File: src/rtl/sdram_trk_pkg.sv
package sdram_trk_pkg;

   typedef enum logic [2:0] {
      CMD_NOP = 3'd0,
      CMD_ACT = 3'd1,
      CMD_RD  = 3'd2,
      CMD_WR  = 3'd3,
      CMD_PRE = 3'd4,
      CMD_REF = 3'd5,
      CMD_MRS = 3'd6
   } cmd_e;

   typedef enum logic [1:0] {
      PW_RUN    = 2'd0,
      PW_PD_PRE = 2'd1,
      PW_PD_ACT = 2'd2,
      PW_SREF   = 2'd3
   } pwr_e;

   // Strobe code {ras_n, cas_n, we_n} to command, chip select already applied
   function automatic cmd_e strobe_to_cmd(input logic [2:0] rcw);
      cmd_e c;
      case (rcw)
         3'b011:  c = CMD_ACT;
         3'b101:  c = CMD_RD;
         3'b100:  c = CMD_WR;
         3'b010:  c = CMD_PRE;
         3'b001:  c = CMD_REF;
         3'b000:  c = CMD_MRS;
         default: c = CMD_NOP;
      endcase
      return c;
   endfunction

endpackage

File: src/rtl/sdram_cmd_decode.sv
module sdram_cmd_decode
   import sdram_trk_pkg::*;
(
   input  logic cs_n,
   input  logic ras_n,
   input  logic cas_n,
   input  logic we_n,
   output cmd_e raw_cmd
);

   always_comb begin
      if (cs_n) raw_cmd = CMD_NOP;
      else      raw_cmd = strobe_to_cmd({ras_n, cas_n, we_n});
   end

endmodule

File: src/rtl/sdram_bank_tracker.sv
module sdram_bank_tracker
   import sdram_trk_pkg::*;
#(
   parameter int NUM_BANKS = 4,
   parameter int ROW_W     = 13,
   parameter int ADDR_W    = 13,
   parameter int AP_BIT    = 10,
   localparam int BA_W     = $clog2(NUM_BANKS),
   localparam int ROWS_W   = NUM_BANKS * ROW_W
)
(
   input  logic                 clk,
   input  logic                 rst_n,
   input  logic                 en,
   input  cmd_e                 cmd,
   input  logic [BA_W-1:0]      ba,
   input  logic [ADDR_W-1:0]    addr,
   input  logic                 clear_all,
   output logic [NUM_BANKS-1:0] open_o,
   output logic [ROWS_W-1:0]    rows_o,
   output logic                 err_o
);

   logic [NUM_BANKS-1:0] open_q;
   logic                 sel_open;
   logic                 ap_flag;
   logic                 bad_cmd;

   assign sel_open = open_q[ba];
   assign ap_flag  = addr[AP_BIT];

   always_comb begin
      bad_cmd = 1'b0;
      if (en) begin
         if ((cmd == CMD_RD || cmd == CMD_WR) && !sel_open) bad_cmd = 1'b1;
         if (cmd == CMD_ACT && sel_open)                    bad_cmd = 1'b1;
      end
   end

   always_ff @(posedge clk or negedge rst_n) begin
      if (!rst_n) err_o <= 1'b0;
      else        err_o <= bad_cmd;
   end

   for (genvar b = 0; b < NUM_BANKS; b++) begin : g_bank
      logic             hit;
      logic             do_open;
      logic             do_close;
      logic [ROW_W-1:0] row_q;

      assign hit     = (ba == BA_W'(b));
      assign do_open = en && hit && cmd == CMD_ACT && !open_q[b];

      always_comb begin
         do_close = 1'b0;
         if (clear_all) do_close = 1'b1;
         else if (en) begin
            case (cmd)
               CMD_PRE: do_close = ap_flag || hit;
               CMD_RD,
               CMD_WR:  do_close = hit && ap_flag && open_q[b];
               default: do_close = 1'b0;
            endcase
         end
      end

      always_ff @(posedge clk or negedge rst_n) begin
         if (!rst_n) begin
            open_q[b] <= 1'b0;
            row_q     <= '0;
         end else if (do_open) begin
            open_q[b] <= 1'b1;
            row_q     <= addr[ROW_W-1:0];
         end else if (do_close) begin
            open_q[b] <= 1'b0;
            row_q     <= '0;
         end
      end

      assign rows_o[b*ROW_W +: ROW_W] = row_q;
   end

   assign open_o = open_q;

endmodule

File: src/rtl/sdram_mode_regs.sv
module sdram_mode_regs
   import sdram_trk_pkg::*;
#(
   parameter int ADDR_W  = 13,
   parameter int BA_W    = 2,
   parameter int MR_SEL  = 0,
   parameter int EMR_SEL = 2
)
(
   input  logic              clk,
   input  logic              rst_n,
   input  logic              en,
   input  cmd_e              cmd,
   input  logic [BA_W-1:0]   ba,
   input  logic [ADDR_W-1:0] addr,
   output logic [ADDR_W-1:0] mr_o,
   output logic [ADDR_W-1:0] emr_o
);

   logic load;
   assign load = en && cmd == CMD_MRS;

   always_ff @(posedge clk or negedge rst_n) begin
      if (!rst_n) begin
         mr_o  <= '0;
         emr_o <= '0;
      end else if (load) begin
         if (ba == BA_W'(MR_SEL))  mr_o  <= addr;
         if (ba == BA_W'(EMR_SEL)) emr_o <= addr;
      end
   end

endmodule

File: src/rtl/sdram_power_fsm.sv
module sdram_power_fsm
   import sdram_trk_pkg::*;
(
   input  logic clk,
   input  logic rst_n,
   input  logic cke,
   input  cmd_e raw_cmd,
   input  logic any_open,
   output pwr_e state_o,
   output logic run_en,
   output logic sref_exit
);

   pwr_e st_q, st_d;

   always_comb begin
      st_d = st_q;
      case (st_q)
         PW_RUN: begin
            if (!cke) begin
               if (any_open)                st_d = PW_PD_ACT;
               else if (raw_cmd == CMD_REF) st_d = PW_SREF;
               else                         st_d = PW_PD_PRE;
            end
         end
         default: if (cke) st_d = PW_RUN;
      endcase
   end

   always_ff @(posedge clk or negedge rst_n) begin
      if (!rst_n) st_q <= PW_RUN;
      else        st_q <= st_d;
   end

   assign state_o   = st_q;
   assign run_en    = (st_q == PW_RUN) && cke;
   assign sref_exit = (st_q == PW_SREF) && cke;

endmodule

File: src/rtl/sdram_cmd_tracker.sv
module sdram_cmd_tracker
   import sdram_trk_pkg::*;
#(
   parameter int NUM_BANKS = 4,
   parameter int ROW_W     = 13,
   parameter int ADDR_W    = 13,
   parameter int AP_BIT    = 10,
   parameter int MR_SEL    = 0,
   parameter int EMR_SEL   = 2,
   localparam int BA_W     = $clog2(NUM_BANKS),
   localparam int ROWS_W   = NUM_BANKS * ROW_W
)
(
   input  logic                 clk,
   input  logic                 rst_n,
   input  logic                 cke_i,
   input  logic                 cs_n_i,
   input  logic                 ras_n_i,
   input  logic                 cas_n_i,
   input  logic                 we_n_i,
   input  logic [BA_W-1:0]      ba_i,
   input  logic [ADDR_W-1:0]    addr_i,
   output logic [2:0]           cmd_o,
   output logic                 err_o,
   output logic [NUM_BANKS-1:0] bank_open_o,
   output logic [ROWS_W-1:0]    open_row_o,
   output logic [ADDR_W-1:0]    mode_reg_o,
   output logic [ADDR_W-1:0]    ext_mode_reg_o,
   output logic [1:0]           pwr_state_o
);

   // Elaboration-time parameter checks
   if (NUM_BANKS < 2 || (1 << BA_W) != NUM_BANKS) begin : g_bad_banks
      $error("NUM_BANKS must be a power of two, at least 2");
   end
   if (AP_BIT >= ADDR_W) begin : g_bad_ap
      $error("AP_BIT must index the address bus");
   end
   if (ROW_W > ADDR_W || ROW_W < 1) begin : g_bad_row
      $error("ROW_W must fit in the address bus");
   end
   if (MR_SEL == EMR_SEL || MR_SEL >= NUM_BANKS || EMR_SEL >= NUM_BANKS) begin : g_bad_sel
      $error("mode register selects must differ and fit the bank address");
   end

   cmd_e raw_cmd;
   pwr_e pwr;
   logic run_en;
   logic sref_exit;
   cmd_e cmd_q;

   sdram_cmd_decode u_dec (
      .cs_n    (cs_n_i),
      .ras_n   (ras_n_i),
      .cas_n   (cas_n_i),
      .we_n    (we_n_i),
      .raw_cmd (raw_cmd)
   );

   sdram_power_fsm u_pwr (
      .clk       (clk),
      .rst_n     (rst_n),
      .cke       (cke_i),
      .raw_cmd   (raw_cmd),
      .any_open  (|bank_open_o),
      .state_o   (pwr),
      .run_en    (run_en),
      .sref_exit (sref_exit)
   );

   sdram_bank_tracker #(
      .NUM_BANKS (NUM_BANKS),
      .ROW_W     (ROW_W),
      .ADDR_W    (ADDR_W),
      .AP_BIT    (AP_BIT)
   ) u_banks (
      .clk       (clk),
      .rst_n     (rst_n),
      .en        (run_en),
      .cmd       (raw_cmd),
      .ba        (ba_i),
      .addr      (addr_i),
      .clear_all (sref_exit),
      .open_o    (bank_open_o),
      .rows_o    (open_row_o),
      .err_o     (err_o)
   );

   sdram_mode_regs #(
      .ADDR_W  (ADDR_W),
      .BA_W    (BA_W),
      .MR_SEL  (MR_SEL),
      .EMR_SEL (EMR_SEL)
   ) u_mode (
      .clk   (clk),
      .rst_n (rst_n),
      .en    (run_en),
      .cmd   (raw_cmd),
      .ba    (ba_i),
      .addr  (addr_i),
      .mr_o  (mode_reg_o),
      .emr_o (ext_mode_reg_o)
   );

   always_ff @(posedge clk or negedge rst_n) begin
      if (!rst_n) cmd_q <= CMD_NOP;
      else        cmd_q <= run_en ? raw_cmd : CMD_NOP;
   end

   assign cmd_o       = cmd_q;
   assign pwr_state_o = pwr;

endmodule

File: config.mk
export PLATFORM = sky130hd
export DESIGN_NAME = sdram_cmd_tracker
export DESIGN_NICKNAME = d
export VERILOG_FILES = /design/src/rtl/sdram_trk_pkg.sv /design/src/rtl/sdram_cmd_decode.sv /design/src/rtl/sdram_bank_tracker.sv /design/src/rtl/sdram_mode_regs.sv /design/src/rtl/sdram_power_fsm.sv /design/src/rtl/sdram_cmd_tracker.sv
export SDC_FILE = /design/constraint.sdc
export NUM_CORES = 1
export LEC_CHECK = 0
export BUFFER_PORTS_ARGS = -buffer_cell sky130_fd_sc_hd__buf_2
export CORE_MARGIN = 2
export CORE_UTILIZATION = 51
export CTS_CLUSTER_DIAMETER = 100
export DETAILED_ROUTE_END_ITERATION = 8
export PLACE_DENSITY = 0.86
export SYNTH_ARGS = -nofsm -noshare
export SYNTH_HDL_FRONTEND = slang
export SYNTH_SLANG_ARGS = --single-unit
File: constraint.sdc
create_clock -name clk -period 2.8 [get_ports clk]
set_input_delay 0.56 -clock clk [delete_from_list [all_inputs] [get_ports clk]]
set_output_delay 0.56 -clock clk [all_outputs]
set_load 0.01 [all_outputs]
# Yosys cells after proc, flatten, opt, wreduce, memory -nomap -nowiden
# Cells that the tools add are included.
# op_classes
magnitude_cmp,1
eq_ne,16
n_mux,41
reduce_logical,48
# ops
op,n
$mux W13,8
$logic_and A1 B1 Y1,25
$mux W1,20
$pmux W3 S6,1
$eq A3 B3 Y1 const B,5
$eq A3 B2 Y1 const B,4
$mux W2,5
$reduce_bool A2 Y1,5
$pmux W1 S2,4
$eq A2 B2 Y1 const B,3
$eq A3 B1 Y1 const B,2
$mux W3,2
$reduce_and A2 Y1,3
$logic_not A1 Y1,5
$logic_or A1 B1 Y1,5
$logic_not A2 Y1,2
$reduce_or A4 Y1,1
$logic_not A3 Y1,1
$lt A2 B3 Y1 const B,1
$bmux W1 S2,1
$eq A2 B1 Y1 const B,1
$ne A2 B2 Y1 const B,1
$reduce_or A2 Y1,1
# word_totals
ff_bits,88
inputBits,22
output_inout_bits,88
elab_cells,119

# Longest topological paths before layout
# Gate-level depths: netlist of the first run.
# depth
word_depth,10
ltp_mapped,8
ltp_nobuf,6

# By module
# A second synthesis of the first run with hierarchy kept.
# hier_totals
cells_unflattened,240
hier_area_um2,3679.8
# by_module_without_submodules
module,instances,cells_per_inst,area_each_um2,seq_area_each_um2
sdram_bank_tracker,1,157,2362.3,1426.4
sdram_mode_regs,1,58,1059.8,650.6
sdram_power_fsm,1,13,121.4,50.0
sdram_cmd_tracker,1,7,101.3,75.1
sdram_cmd_decode,1,5,35.0,0.0

# Worst setup path before layout of the first run
# OpenSTA, ideal clock, no wires.
# synth_path
path_type,reg-to-reg
from,reg u_pwr.st_q[1] (netlist: u_pwr.state_o[1])
to,reg u_mode.mr_o[11]
setup_ps,125
arrival_ps,1996
t_required_ps,2675
path_slack_ps,679
path_stages_with_launch,7
path_buffers,1
period_less_slack_ps,2121
cell_sequence,dfrtp_1 > nor2_1 > ha_1 > or4b_4 > nor4_4 > buf_6 > mux2_2
# synth_via
elab_chain_len,4
# synth_rtl
element,line,text
start: declaration,sdram_power_fsm.sv:14,"pwr_e st_q, st_d;"
start signal: assignment,sdram_power_fsm.sv:32,else st_q <= st_d;
$logic_not A2 Y1,sdram_power_fsm.sv:36,assign run_en = (st_q == PW_RUN) && cke;
$logic_and A1 B1 Y1,sdram_power_fsm.sv:36,
$logic_and A1 B1 Y1,sdram_mode_regs.sv:21,assign load = en && cmd == CMD_MRS;
$reduce_and A2 Y1 (no source line),--,
end signal: assignment,sdram_mode_regs.sv:28,if (ba == BA_W'(MR_SEL)) mr_o <= addr;
end: declaration,sdram_mode_regs.sv:16,"output logic [ADDR_W-1:0] mr_o,"
# Every way passes these cells.
# A chain may end at the register's enable or synchronous reset.

# Worst setup path in the final report of the first run
# layout_path
from,reg u_pwr.st_q[1] (netlist: u_pwr.state_o[1])
to,reg u_banks.open_q[1] (netlist: u_banks.open_o[1])
# layout_via
elab_chain_len,6
# layout_rtl
element,line,text
$logic_not A2 Y1,sdram_power_fsm.sv:36,
$logic_and A1 B1 Y1,sdram_power_fsm.sv:36,
$logic_and A1 B1 Y1 (3 in series),sdram_bank_tracker.sv:52,assign do_open = en && hit && cmd == CMD_ACT && !open_q[b];
$mux W1 or $reduce_bool A2 Y1 (tied branches),--,
end signal: indexed assignment,sdram_bank_tracker.sv:69,open_q[b] <= 1'b0;
end signal: indexed assignment,sdram_bank_tracker.sv:72,open_q[b] <= 1'b1;
end signal: indexed assignment,sdram_bank_tracker.sv:75,open_q[b] <= 1'b0;
end: declaration,sdram_bank_tracker.sv:24,logic [NUM_BANKS-1:0] open_q;
# Several ways; a longest one is shown, not always the timed one.

==> run metrics, run 1 <==
area of the multi-input gates 1420 um2; CP bufs+invs 0; core occupancy in the finished layout 0.639; path depth of the worst reg2reg path 6; Hold WC Path Type primary input to asynchronous set/reset pin; number of flip-flops and latches in the synthesized netlist 88; Post-Synthesis Cell Area 3750 um2; Final Max Tran Viols 0; worst reg2reg path startpoint u_pwr.state_o[1]; count of final hold-check violations 0; CTS Buf Count 9; total DRC errors in the routed layout 0; setup skew after layout 0.00885 ns; standard-cell rows 31; critical path start-end classification flop to flop; maximum buffer depth of the clock tree 2; required time of the worst setup path 3.05 ns; die span in y 89.7 um; power density of the placed cells 752 nW/um2; Mapped Cells 321; outcome complete, no violations; Worst EP arrival 2.63 ns; Setup crit start kind flop; total wire length after detailed routing 9850 um; Synth Net Count 344; Initial Util 0.522; later-pin clock latency in the skew report 0.35 ns; worst setup slack for register-to-register paths 0.42 ns; Leakage 0.00243 uW; IO Count 110; number of antenna repair diodes 0; Reg area 2200 um2; Routed Antenna Nets 0; Horiz. Die Dim between 80 and 90 um; final critical-path required period about 2.4 ns; layout cells sized above 1 0.389; cell-by-cell trace of the critical path nor2_1, ha_1, nor2b_1, nand3_1, o2bb2ai_1, a31o_2; count of fill cells added during filler insertion 558; number of buffers inserted by hold repair at cts 0; 1st-pass router iterations 5; number of antenna violations at the first check in global routing 0; post-layout power about 3400 uW; placed standard-cell area 4350 um2; number of enable-type register cells in the synthesized netlist 0; violation count after the first detailed-route iteration 265; Setup Viol. Count Final 0; Nets 445; Core Area 7180 um2; Tightest Pin Transition 1.08 ns; most utilized layer in the global route result met2; capture instance of the worst register-to-register path u_banks.open_o[1]; vias after detailed routing around 3000; via count of the first global-routing pass 3016; non-filler instance count after layout 526; total number of clock tree sinks 88; clock-pin slew reported for the worst setup and hold paths after clock tree synthesis ~0.09 ns; prevailing post-synth register cell sky130_fd_sc_hd__dfrtp_1; met1 track demand over resource 0.344; met2 routing resource usage after global routing 0.395; met3 GRT Util 0.0511; fraction of the yosys area taken by sequential cells 0.588; Crit. End Element flop; gate family responsible for the most delay along the worst path simple AND/OR/NAND/NOR gates; Resized Gates After CTS 0; Clock Tree Root sky130_fd_sc_hd__clkbuf_8; largest stage delay on the critical path 0.45 ns; maximum level of the CTS H-tree 3; worst ir drop on vdd 0.333 mV; clock tree from TritonCTS yes; final weighted congestion in routability-driven placement between 0.9 and 1; via count normalized by instance count 5.84; setup repair after global routing missed its margin no; first-pass GRT wire length 16000 um; half-perimeter wire length after detailed placement 6750 um; proportion of synthesized flip-flops having asynchronous set or reset 1.00; Critical Path Fanout Max 14; unique cell type count in the Yosys netlist between 40 and 50; summed negative setup slack over all endpoints 0 ns; synth warn 0; max_slew headroom 0.281; global route total overflow 0; Port Buffer Count 109; area of all placed cells without fillers 4580 um2; detail-routed net length per standard cell 18.7 um; slowest stage cell, crit path sky130_fd_sc_hd__o2bb2ai_1; Fmax achieved 0.420 GHz; die outline area around 8000 um2; crit share post-route 0.850; post-CTS setup repair buffer count 0; max_cap viols 0; overall fraction of global-route tracks in use 0.251; maximum number of pins on one net before global-route repair 89; area growth from synthesis to layout 22.4%; count of placed standard cells including taps 510; Synth Area per Inst around 12 um2
-- layout make-up --
class	count	share of cell area
Clock inverter	4	0.0161
Tap cell	99	0.0270
Timing Repair Buffer	115	0.129
Clock buffer	12	0.0360
Multi-Input combinational cell	206	0.309
Sequential cell	88	0.480
Inverter	2	0.00164
-- worst max path at each step --
| stage | startpoint | endpoint | cells after the start |
|---|---|---|---|
| 6_report | u_pwr.state_o[1] | u_banks.open_o[1] | 6 |
| 5_1_grt | u_pwr.state_o[1] | u_banks.open_o[1] | 6 |
| 4_1_cts | u_pwr.state_o[1] | u_banks.open_o[1] | 6 |
| 3_5_place_dp | cke_i | u_banks.open_o[1] | 6 |
| 3_3_place_gp | cke_i | u_banks.open_o[1] | 6 |
| 2_1_floorplan | u_pwr.state_o[1] | u_mode.mr_o[11] | 6 |
-- layer usage --
metal	share of wire	up-vias	routed length, um
met5	0	-	0
met3	0.083	20	813
met4	0.023	0	226
met1	0.41	1528	4040
met2	0.48	150	4780
li1	-	1373	-
-- power by group --
group          switching, uW  internal [uW]  total, uW
registers                148           1490       1640
clock network            449            578       1030
logic                    426            357        783
total                   1020           2420       3450
-- cell families after synthesis --
kind of cell	Yosys count	share of synthesized area
adder cells (fa/ha/maj)	1	0.00334
buffers and inverters	27	0.0351
AND/OR/NAND/NOR	111	0.159
flip-flops	88	0.588
AO/OA/AOI/OAI	66	0.128
multiplexers	28	0.0868
-- flip-flops by register name, summed over array words and instances, names as in the netlist --
name and flops:
u_banks.err_o 1, u_banks.open_o 4, u_banks.g_bank.row_q 52, u_mode.emr_o 13
cmd_o 3, u_pwr.state_o 2, u_mode.mr_o 13
-- placed cells by master (no fill, tap or decap), types with 3 or more instances in the layout --
cell type,instances
sky130_fd_sc_hd__buf_2,108
sky130_fd_sc_hd__dfrtp_1,88
sky130_fd_sc_hd__nand2_1,33
sky130_fd_sc_hd__nand3_1,31
sky130_fd_sc_hd__o21ai_0,28
sky130_fd_sc_hd__mux2_2,26
sky130_fd_sc_hd__and3_1,15
sky130_fd_sc_hd__a22o_1,13
sky130_fd_sc_hd__a32o_1,13
sky130_fd_sc_hd__clkbuf_8,12
sky130_fd_sc_hd__nor2_1,10
sky130_fd_sc_hd__buf_4,7
sky130_fd_sc_hd__nor2b_1,3
sky130_fd_sc_hd__nand2b_1,3
sky130_fd_sc_hd__nand4_1,3
sky130_fd_sc_hd__o22ai_1,3
-- through the flow --
step | hold WS (ns) | setup slack (ns)
6_report | 0.401 | 0.420
5_1_grt | 0.460 | 0.269
4_1_cts | 0.436 | 0.444
3_5_place_dp | 0.490 | 0.384
3_3_place_gp | 0.484 | 0.434
2_1_floorplan | 0.264 | 0.679
-- synthesized netlist by cell type, types with 2 or more instances --
cell	number	area (um2)
sky130_fd_sc_hd__nor2_1	10	37.5
sky130_fd_sc_hd__o22ai_1	3	18.8
sky130_fd_sc_hd__nand2b_1	3	18.8
sky130_fd_sc_hd__clkbuf_1	13	48.8
sky130_fd_sc_hd__nand4_1	3	18.8
sky130_fd_sc_hd__nor2b_1	3	18.8
sky130_fd_sc_hd__a32o_1	13	130
sky130_fd_sc_hd__nor3_1	2	10.0
sky130_fd_sc_hd__or4_1	2	15.0
sky130_fd_sc_hd__a21oi_1	2	10.0
sky130_fd_sc_hd__buf_6	2	22.5
sky130_fd_sc_hd__inv_1	2	7.51
sky130_fd_sc_hd__buf_2	7	35.0
sky130_fd_sc_hd__a22o_1	13	114
sky130_fd_sc_hd__and3_1	15	93.8
sky130_fd_sc_hd__nand3_1	31	155
sky130_fd_sc_hd__nand2_1	33	124
sky130_fd_sc_hd__clkbuf_2	2	10.0
sky130_fd_sc_hd__dfrtp_1	88	2200
sky130_fd_sc_hd__o21ai_0	28	140
sky130_fd_sc_hd__mux2_2	26	293
Note: power is estimated with default switching activity, not from simulation.
==> inputs of run 2 (changes only) <==
--- a/config.mk
+++ b/config.mk
@@ -5,12 +5,14 @@
 export SDC_FILE = /design/constraint.sdc
 export NUM_CORES = 1
 export LEC_CHECK = 0
+export ABC_AREA = 1
 export BUFFER_PORTS_ARGS = -buffer_cell sky130_fd_sc_hd__buf_2
 export CORE_MARGIN = 2
-export CORE_UTILIZATION = 51
+export CORE_UTILIZATION = 52
 export CTS_CLUSTER_DIAMETER = 100
 export DETAILED_ROUTE_END_ITERATION = 8
-export PLACE_DENSITY = 0.86
+export PLACE_DENSITY = 0.87
+export RECOVER_POWER = 25
 export SYNTH_ARGS = -nofsm -noshare
 export SYNTH_HDL_FRONTEND = slang
 export SYNTH_SLANG_ARGS = --single-unit
==> run metrics, run 2 <==
required time of the worst setup path 3.02 ns (-0.03 ns); simple-gate share of the synthesized area 0.310 (+0.151); Setup Viol. Count Final 0 (unchanged); half-perimeter wire length after detailed placement 6910 um (+2.3%); fraction of the mapped netlist area in compound gates 0.0519 (-0.0763); Synth Net Count 457 (+33%); post-layout power 3170 uW (-8.1%); Final Max Tran Viols 40 (+40); maximum level of the CTS H-tree 3 (unchanged); Synth Area in Adders 0.00327 (-0.0000731); pre-CTS worst setup slack 0.561 ns (+0.177 ns); Horiz. Die Dim 89.8 um (+0.13%); vias after detailed routing 3398 (+11%); Tightest Pin Transition 2.15 ns (+1.08 ns); worst ir drop on vdd 0.335 mV (+0.67%); cell types occupying the most area after synthesis sky130_fd_sc_hd__dfrtp_1 (57%), sky130_fd_sc_hd__nand2_1 (16%), sky130_fd_sc_hd__nand3_1 (8.9%); Post-Synthesis Cell Area 3830 um2 (+2.2%); share of the synthesized area in the top cell type 0.575 (-0.0129); Initial Util 0.534 (+0.0117); Synth Area per Inst 8.82 um2 (-24%); Port Buffer Count 109 (unchanged); number of antenna repair diodes 0 (unchanged); largest family of logic cells by synthesized area simple AND/OR/NAND/NOR gates; die span in y 89.8 um (+0.13%); synth warn 0 (unchanged); global route total overflow 0 (unchanged); first-pass GRT wire length 15900 um (-0.34%); IO Count 110 (unchanged); CTS Buf Count 9 (unchanged); worst reg2reg path startpoint u_pwr.state_o[1]; Worst EP arrival 2.48 ns (-0.15 ns); count of fill cells added during filler insertion 617 (+11%); post-synthesis xor/xnor area fraction 0 (unchanged); Core Area 7180 um2 (unchanged); Critical Path Fanout Max 26 (+12); most area-hungry cell type in the Yosys netlist sky130_fd_sc_hd__dfrtp_1; Setup crit start kind flop; standard-cell rows 31 (unchanged); setup repair after global routing missed its margin no; crit path launch u_pwr.state_o[1]; Setup WS post-layout 0.542 ns (+0.123 ns); Routed Antenna Nets 0 (unchanged); Mapped Cells 434 (+35%); die outline area 8070 um2 (+0.26%); unique cell type count in the Yosys netlist 28 (-32%); number of buffers inserted by hold repair at cts 0 (unchanged); outcome finished, violations left; Crit. End Element flop; 1st-pass router iterations 4 (-1); later-pin clock latency in the skew report 0.35 ns (about the same); total number of clock tree sinks 88 (unchanged); clock-pin slew reported for the worst setup and hold paths after clock tree synthesis 0.09 ns (about the same); number of enable-type register cells in the synthesized netlist 0 (unchanged); count of final hold-check violations 0 (unchanged); final weighted congestion in routability-driven placement 0.943 (+0.32%); Hold WC Path Type primary input to flop; leading cell type by number of instances after synthesis sky130_fd_sc_hd__nand2_1; fraction of the yosys area taken by sequential cells 0.575 (-0.0129); setup skew after layout 0.00723 ns (-0.00162 ns); crit share post-route 0.806 (-0.0438); via count of the first global-routing pass 3268 (+8.4%); register containing the most flip-flops in the final layout u_banks.g_bank.row_q; final critical-path required period 2.26 ns (-0.123 ns); proportion of synthesized flip-flops having asynchronous set or reset 1.00 (unchanged); proportion of synthesized area in mux cells 0 (-0.0868); Clock Tree Root sky130_fd_sc_hd__clkbuf_8; top cell types by occurrence after synthesis sky130_fd_sc_hd__nand2_1 (159), sky130_fd_sc_hd__dfrtp_1 (88), sky130_fd_sc_hd__nand3_1 (68); Leakage 0.00271 uW (+12%); max_cap viols 1 (+1); post-CTS setup repair buffer count 0 (unchanged); overall fraction of global-route tracks in use 0.245 (-0.00580); summed negative setup slack over all endpoints 0 ns (unchanged); smallest hold slack 0.433 ns (+0.0324 ns); max_slew headroom -0.436 (-0.718); commonest cells after routing, fill and taps aside sky130_fd_sc_hd__nand2_1 (159), sky130_fd_sc_hd__buf_2 (108), sky130_fd_sc_hd__dfrtp_1 (88), sky130_fd_sc_hd__nand3_1 (68), sky130_fd_sc_hd__inv_1 (27); Resized Gates After CTS 0 (unchanged); number of flip-flops and latches in the synthesized netlist 88 (unchanged); leading registers by flop count u_banks.g_bank.row_q x52, u_mode.emr_o x13, u_mode.mr_o x13; core occupancy in the finished layout 0.645 (+0.00645); total wire length after detailed routing 9580 um (-2.7%); most common library cell in the layout ignoring fill and taps sky130_fd_sc_hd__nand2_1; via count normalized by instance count 5.29 (-9.3%); Nets 561 (+26%); total DRC errors in the routed layout 0 (unchanged); layout cells sized above 1 0.285 (-0.103); critical path start-end classification flop to flop; Fmax achieved 0.443 GHz (+5.4%); clock tree from TritonCTS yes; failing checks capacitance limit, slew limit; maximum buffer depth of the clock tree 2 (unchanged); number of antenna violations at the first check in global routing 0 (unchanged); Min-Delay Startpoint ras_n_i; prevailing post-synth register cell sky130_fd_sc_hd__dfrtp_1; max FFs per register 52 (unchanged); area growth from synthesis to layout 20.9%; power density of the placed cells 684 nW/um2 (-9.0%); violation count after the first detailed-route iteration 270 (+1.9%); maximum number of pins on one net before global-route repair 50 (-44%); detail-routed net length per standard cell 14.9 um (-20%)
-- run 2: worst max-delay path, stage by stage (launching register included) --
cell and delay [ns]:
sky130_fd_sc_hd__dfrtp_1 0.41, sky130_fd_sc_hd__nor2_1 0.15, sky130_fd_sc_hd__ha_1 0.39, sky130_fd_sc_hd__inv_1 0.22, sky130_fd_sc_hd__nor2_4 0.19, sky130_fd_sc_hd__nand3_2 0.42
sky130_fd_sc_hd__nand2_1 0.22, sky130_fd_sc_hd__o21ai_1 0.10
-- run 2: cells by family after synthesis --
logic type                 Yosys count
adders and majority gates            1
DFF                                 88
buffers and inverters               52
and+or+nand+nor                    259
AOI/OAI and AO/OA                   34
-- run 2: cell type report --
cell class | instances | area (um2) | area share
Sequential cell | 88 | 2200 | 0.476
Multi-Input combinational cell | 294 | 1400 | 0.302
Timing Repair Buffer | 112 | 579 | 0.125
Clock buffer | 10 | 138 | 0.0297
Inverter | 33 | 124 | 0.0267
Tap cell | 99 | 124 | 0.0267
Clock inverter | 6 | 66.3 | 0.0143
-- run 2: through the flow --
stage	std cells	instance area [um2]
final	642	4630
after global routing	642	4630
after CTS	642	4630
after detailed placement	626	4430
after global placement	626	4430
after floorplan	434	3830
-- run 2: path summary, 6_finish.rpt --
check,slack [ns],cells after the start,end
setup / recovery,0.54,7,u_mode.mr_o[8]
hold / removal,0.43,2,cmd_o[2]
setup reg to reg,0.54,7,u_mode.mr_o[8]
hold reg to reg,0.49,2,u_mode.emr_o[7]
max in group asynchronous,0.74,1,u_mode.mr_o[6]
min in group asynchronous,0.82,1,u_pwr.state_o[1]
-- run 2: metal layers --
layer | up-vias | GRT usage | routed length, um
met5 | - | 0 | 0
met4 | 0 | 0.0833 | 184
met3 | 17 | 0.0453 | 624
met2 | 139 | 0.413 | 4720
met1 | 1641 | 0.324 | 4060
li1 | 1601 | - | -
-- run 2: power breakdown --
part           leakage (uW)  internal [uW]  switching (uW)  total, uW
Combinational       0.00140            263             427        690
Clock              0.000100            440             467        907
Sequential          0.00121           1450             127       1570
==> inputs of run 3 (changes only) <==
==> constraint.sdc (replaced) <==
create_clock -name clk -period 2.3 [get_ports clk]
set_input_delay 0.46 -clock clk [delete_from_list [all_inputs] [get_ports clk]]
set_output_delay 0.46 -clock clk [all_outputs]
set_load 0.01 [all_outputs]
==> run metrics, run 3 (same netlist as run 2, synthesis figures left out) <==
half-perimeter wire length after detailed placement 7020 um (+1.6%); power density of the placed cells 820 nW/um2 (+20%); pre-CTS worst setup slack 0.273 ns (-0.287 ns); leading registers by flop count u_banks.g_bank.row_q x52, u_mode.emr_o x13, u_mode.mr_o x13; Core Area 7180 um2 (unchanged); number of antenna violations at the first check in global routing 0 (unchanged); total DRC errors in the routed layout 0 (unchanged); Resized Gates After CTS 0 (unchanged); total number of clock tree sinks 88 (unchanged); Final Max Tran Viols 0 (-100%); maximum number of pins on one net before global-route repair 50 (unchanged); area of all placed cells without fillers 4620 um2 (-0.27%); Fmax achieved 0.497 GHz (+12%); 1st-pass router iterations 5 (+1); CP bufs+invs 1 (unchanged); die outline area 8070 um2 (unchanged); vias after detailed routing 3404 (+0.18%); Initial Util 0.534 (unchanged); clock network power share 0.272 (-0.014); global route total overflow 0 (unchanged); crit share post-route 0.875 (+0.0689); Routed Antenna Nets 0 (unchanged); gate family responsible for the most delay along the worst path simple AND/OR/NAND/NOR gates; commonest cells after routing, fill and taps aside sky130_fd_sc_hd__nand2_1 (159), sky130_fd_sc_hd__buf_2 (109), sky130_fd_sc_hd__dfrtp_1 (88), sky130_fd_sc_hd__nand3_1 (68), sky130_fd_sc_hd__inv_1 (27); required time of the worst setup path 2.55 ns (-0.47 ns); worst reg2reg path startpoint u_pwr.state_o[1]; total wire length after detailed routing 9720 um (+1.4%); standard-cell rows 31 (unchanged); post-CTS setup repair buffer count 0 (unchanged); detail-routed net length per standard cell 15.1 um (+1.1%); later-pin clock latency in the skew report 0.36 ns (about the same); number of buffers inserted by hold repair at cts 0 (unchanged); Leakage 0.00271 uW (-0.12%); summed negative setup slack over all endpoints 0 ns (unchanged); setup repair after global routing missed its margin no; Port Buffer Count 109 (unchanged); placed standard-cell area 4450 um2 (+0.34%); cell-by-cell trace of the critical path nor2_1, ha_1, inv_1, nor3_1, a21oi_2, nand3_1, nand2_1; clock-pin slew reported for the worst setup and hold paths after clock tree synthesis 0.09 ns (about the same); maximum buffer depth of the clock tree 2 (unchanged); largest stage delay on the critical path 0.42 ns (about the same); path depth of the worst reg2reg path 7 (unchanged); layout cells sized above 1 0.290 (+0.00446); most common library cell in the layout ignoring fill and taps sky130_fd_sc_hd__nand2_1; Reg area 2200 um2 (unchanged); slowest stage cell, crit path sky130_fd_sc_hd__dfrtp_1; number of antenna repair diodes 0 (unchanged); maximum level of the CTS H-tree 3 (unchanged); Worst EP arrival 2.27 ns (-0.21 ns); Power Internal 2520 uW (+17%); Clock Tree Root sky130_fd_sc_hd__clkbuf_8; Crit. End Element flop; max_cap viols 0 (-1); Sw Pwr 1270 uW (+25%); Critical Path Fanout Max 13 (-50%); net switching share of the total power 0.336 (+0.0135); via count of the first global-routing pass 3348 (+2.4%); overall fraction of global-route tracks in use 0.250 (+0.00511); clock tree from TritonCTS yes; count of fill cells added during filler insertion 606 (-1.8%); max_slew headroom 0.289 (+0.725); CTS Buf Count 9 (unchanged); Hold WC Path Type primary input to asynchronous set/reset pin; final weighted congestion in routability-driven placement 0.866 (-8.1%); Tightest Pin Transition 1.07 ns (-1.09 ns); worst setup slack for register-to-register paths 0.29 ns (-0.26 ns); Setup crit start kind flop; via count normalized by instance count 5.29 (-0.13%); first-pass GRT wire length 16200 um (+2.0%); count of final hold-check violations 0 (unchanged); power share of the sequential group 0.504 (+0.008); Setup Viol. Count Final 0 (unchanged); die span in y 89.8 um (unchanged); Setup WS post-layout 0.287 ns (-0.255 ns); area growth from synthesis to layout 20.6%; worst ir drop on vdd 0.480 mV (+43%); critical path start-end classification flop to flop; capture instance of the worst register-to-register path u_banks.g_bank[3].row_q[7]; violation count after the first detailed-route iteration 263 (-2.6%); IO Count 110 (unchanged); area of the multi-input gates 1400 um2 (unchanged); final critical-path required period 2.01 ns (-0.245 ns); outcome complete, no violations; Nets 563 (+0.36%); max FFs per register 52 (unchanged); Horiz. Die Dim 89.8 um (unchanged); register containing the most flip-flops in the final layout u_banks.g_bank.row_q; setup skew after layout 0.00838 ns (+0.00114 ns); part of the power in combinational logic 0.224 (+0.006); Crit path depth 7 (unchanged)
run 3: cell types whose count changed in the layout (fill, tap and decap cells not counted), sizes merged:
cell / before / now
buf: 111 / 113
bufinv: 1 / 0
inv: 34 / 35
run 3: worst register-to-register path, cell delays in order, from the launching register on:
cell                      delay (ns)
sky130_fd_sc_hd__dfrtp_1        0.42
sky130_fd_sc_hd__nor2_1         0.16
sky130_fd_sc_hd__ha_1           0.38
sky130_fd_sc_hd__inv_1          0.23
sky130_fd_sc_hd__nor3_1         0.29
sky130_fd_sc_hd__a21oi_2        0.22
sky130_fd_sc_hd__nand3_1        0.14
sky130_fd_sc_hd__nand2_1        0.06
run 3: power by group through the flow:
stage                     sequential, uW  clock, uW  combinational (uW)
final                               1910       1030                 848
after global routing                1940       1110                 944
after CTS                           1900       1040                 860
after detailed placement            1930          0                 857
after global placement              1930          0                 823
after floorplan                     2020          0                 364
run 3: stage by stage:
| stage | cells | hold slack, ns | util | total power (uW) |
|---|---|---|---|---|
| 4_1_cts | 644 | 0.0748 | 0.646 | 3800 |
| 2_1_floorplan | 434 | 0.164 | - | 2390 |
| 5_1_grt | 644 | 0.312 | 0.644 | 3990 |
| 6_report | 644 | 0.218 | 0.644 | 3790 |
| 3_3_place_gp | 628 | 0.461 | 0.620 | 2750 |
| 3_5_place_dp | 628 | 0.466 | 0.620 | 2790 |
run 3: routing by layer:
layer  GRT usage  vias up  part of all wire
met3      0.0612       20             0.071
met4       0.100        0             0.022
met5           0        -                 0
li1            -     1603                 -
met2       0.408      135              0.49
met1       0.326     1646              0.41
run 3: area by class of cell:
class                   count  area share
clock inverters             6      0.0114
inverters                  33      0.0268
repair buffers            114       0.126
clock buffers              10      0.0298
flip-flops and latches     88       0.477
multi-input cells         294       0.303
well taps                  99      0.0268
run 3: worst max path at each step:
stage                                   to        startpoint
2_1_floorplan  u_banks.g_bank[3].row_q[10]  u_pwr.state_o[1]
3_3_place_gp   u_banks.g_bank[3].row_q[11]             cke_i
3_5_place_dp    u_banks.g_bank[3].row_q[1]             cke_i
4_1_cts         u_banks.g_bank[3].row_q[1]  u_pwr.state_o[1]
5_1_grt         u_banks.g_bank[3].row_q[4]  u_pwr.state_o[1]
6_report        u_banks.g_bank[3].row_q[7]  u_pwr.state_o[1]
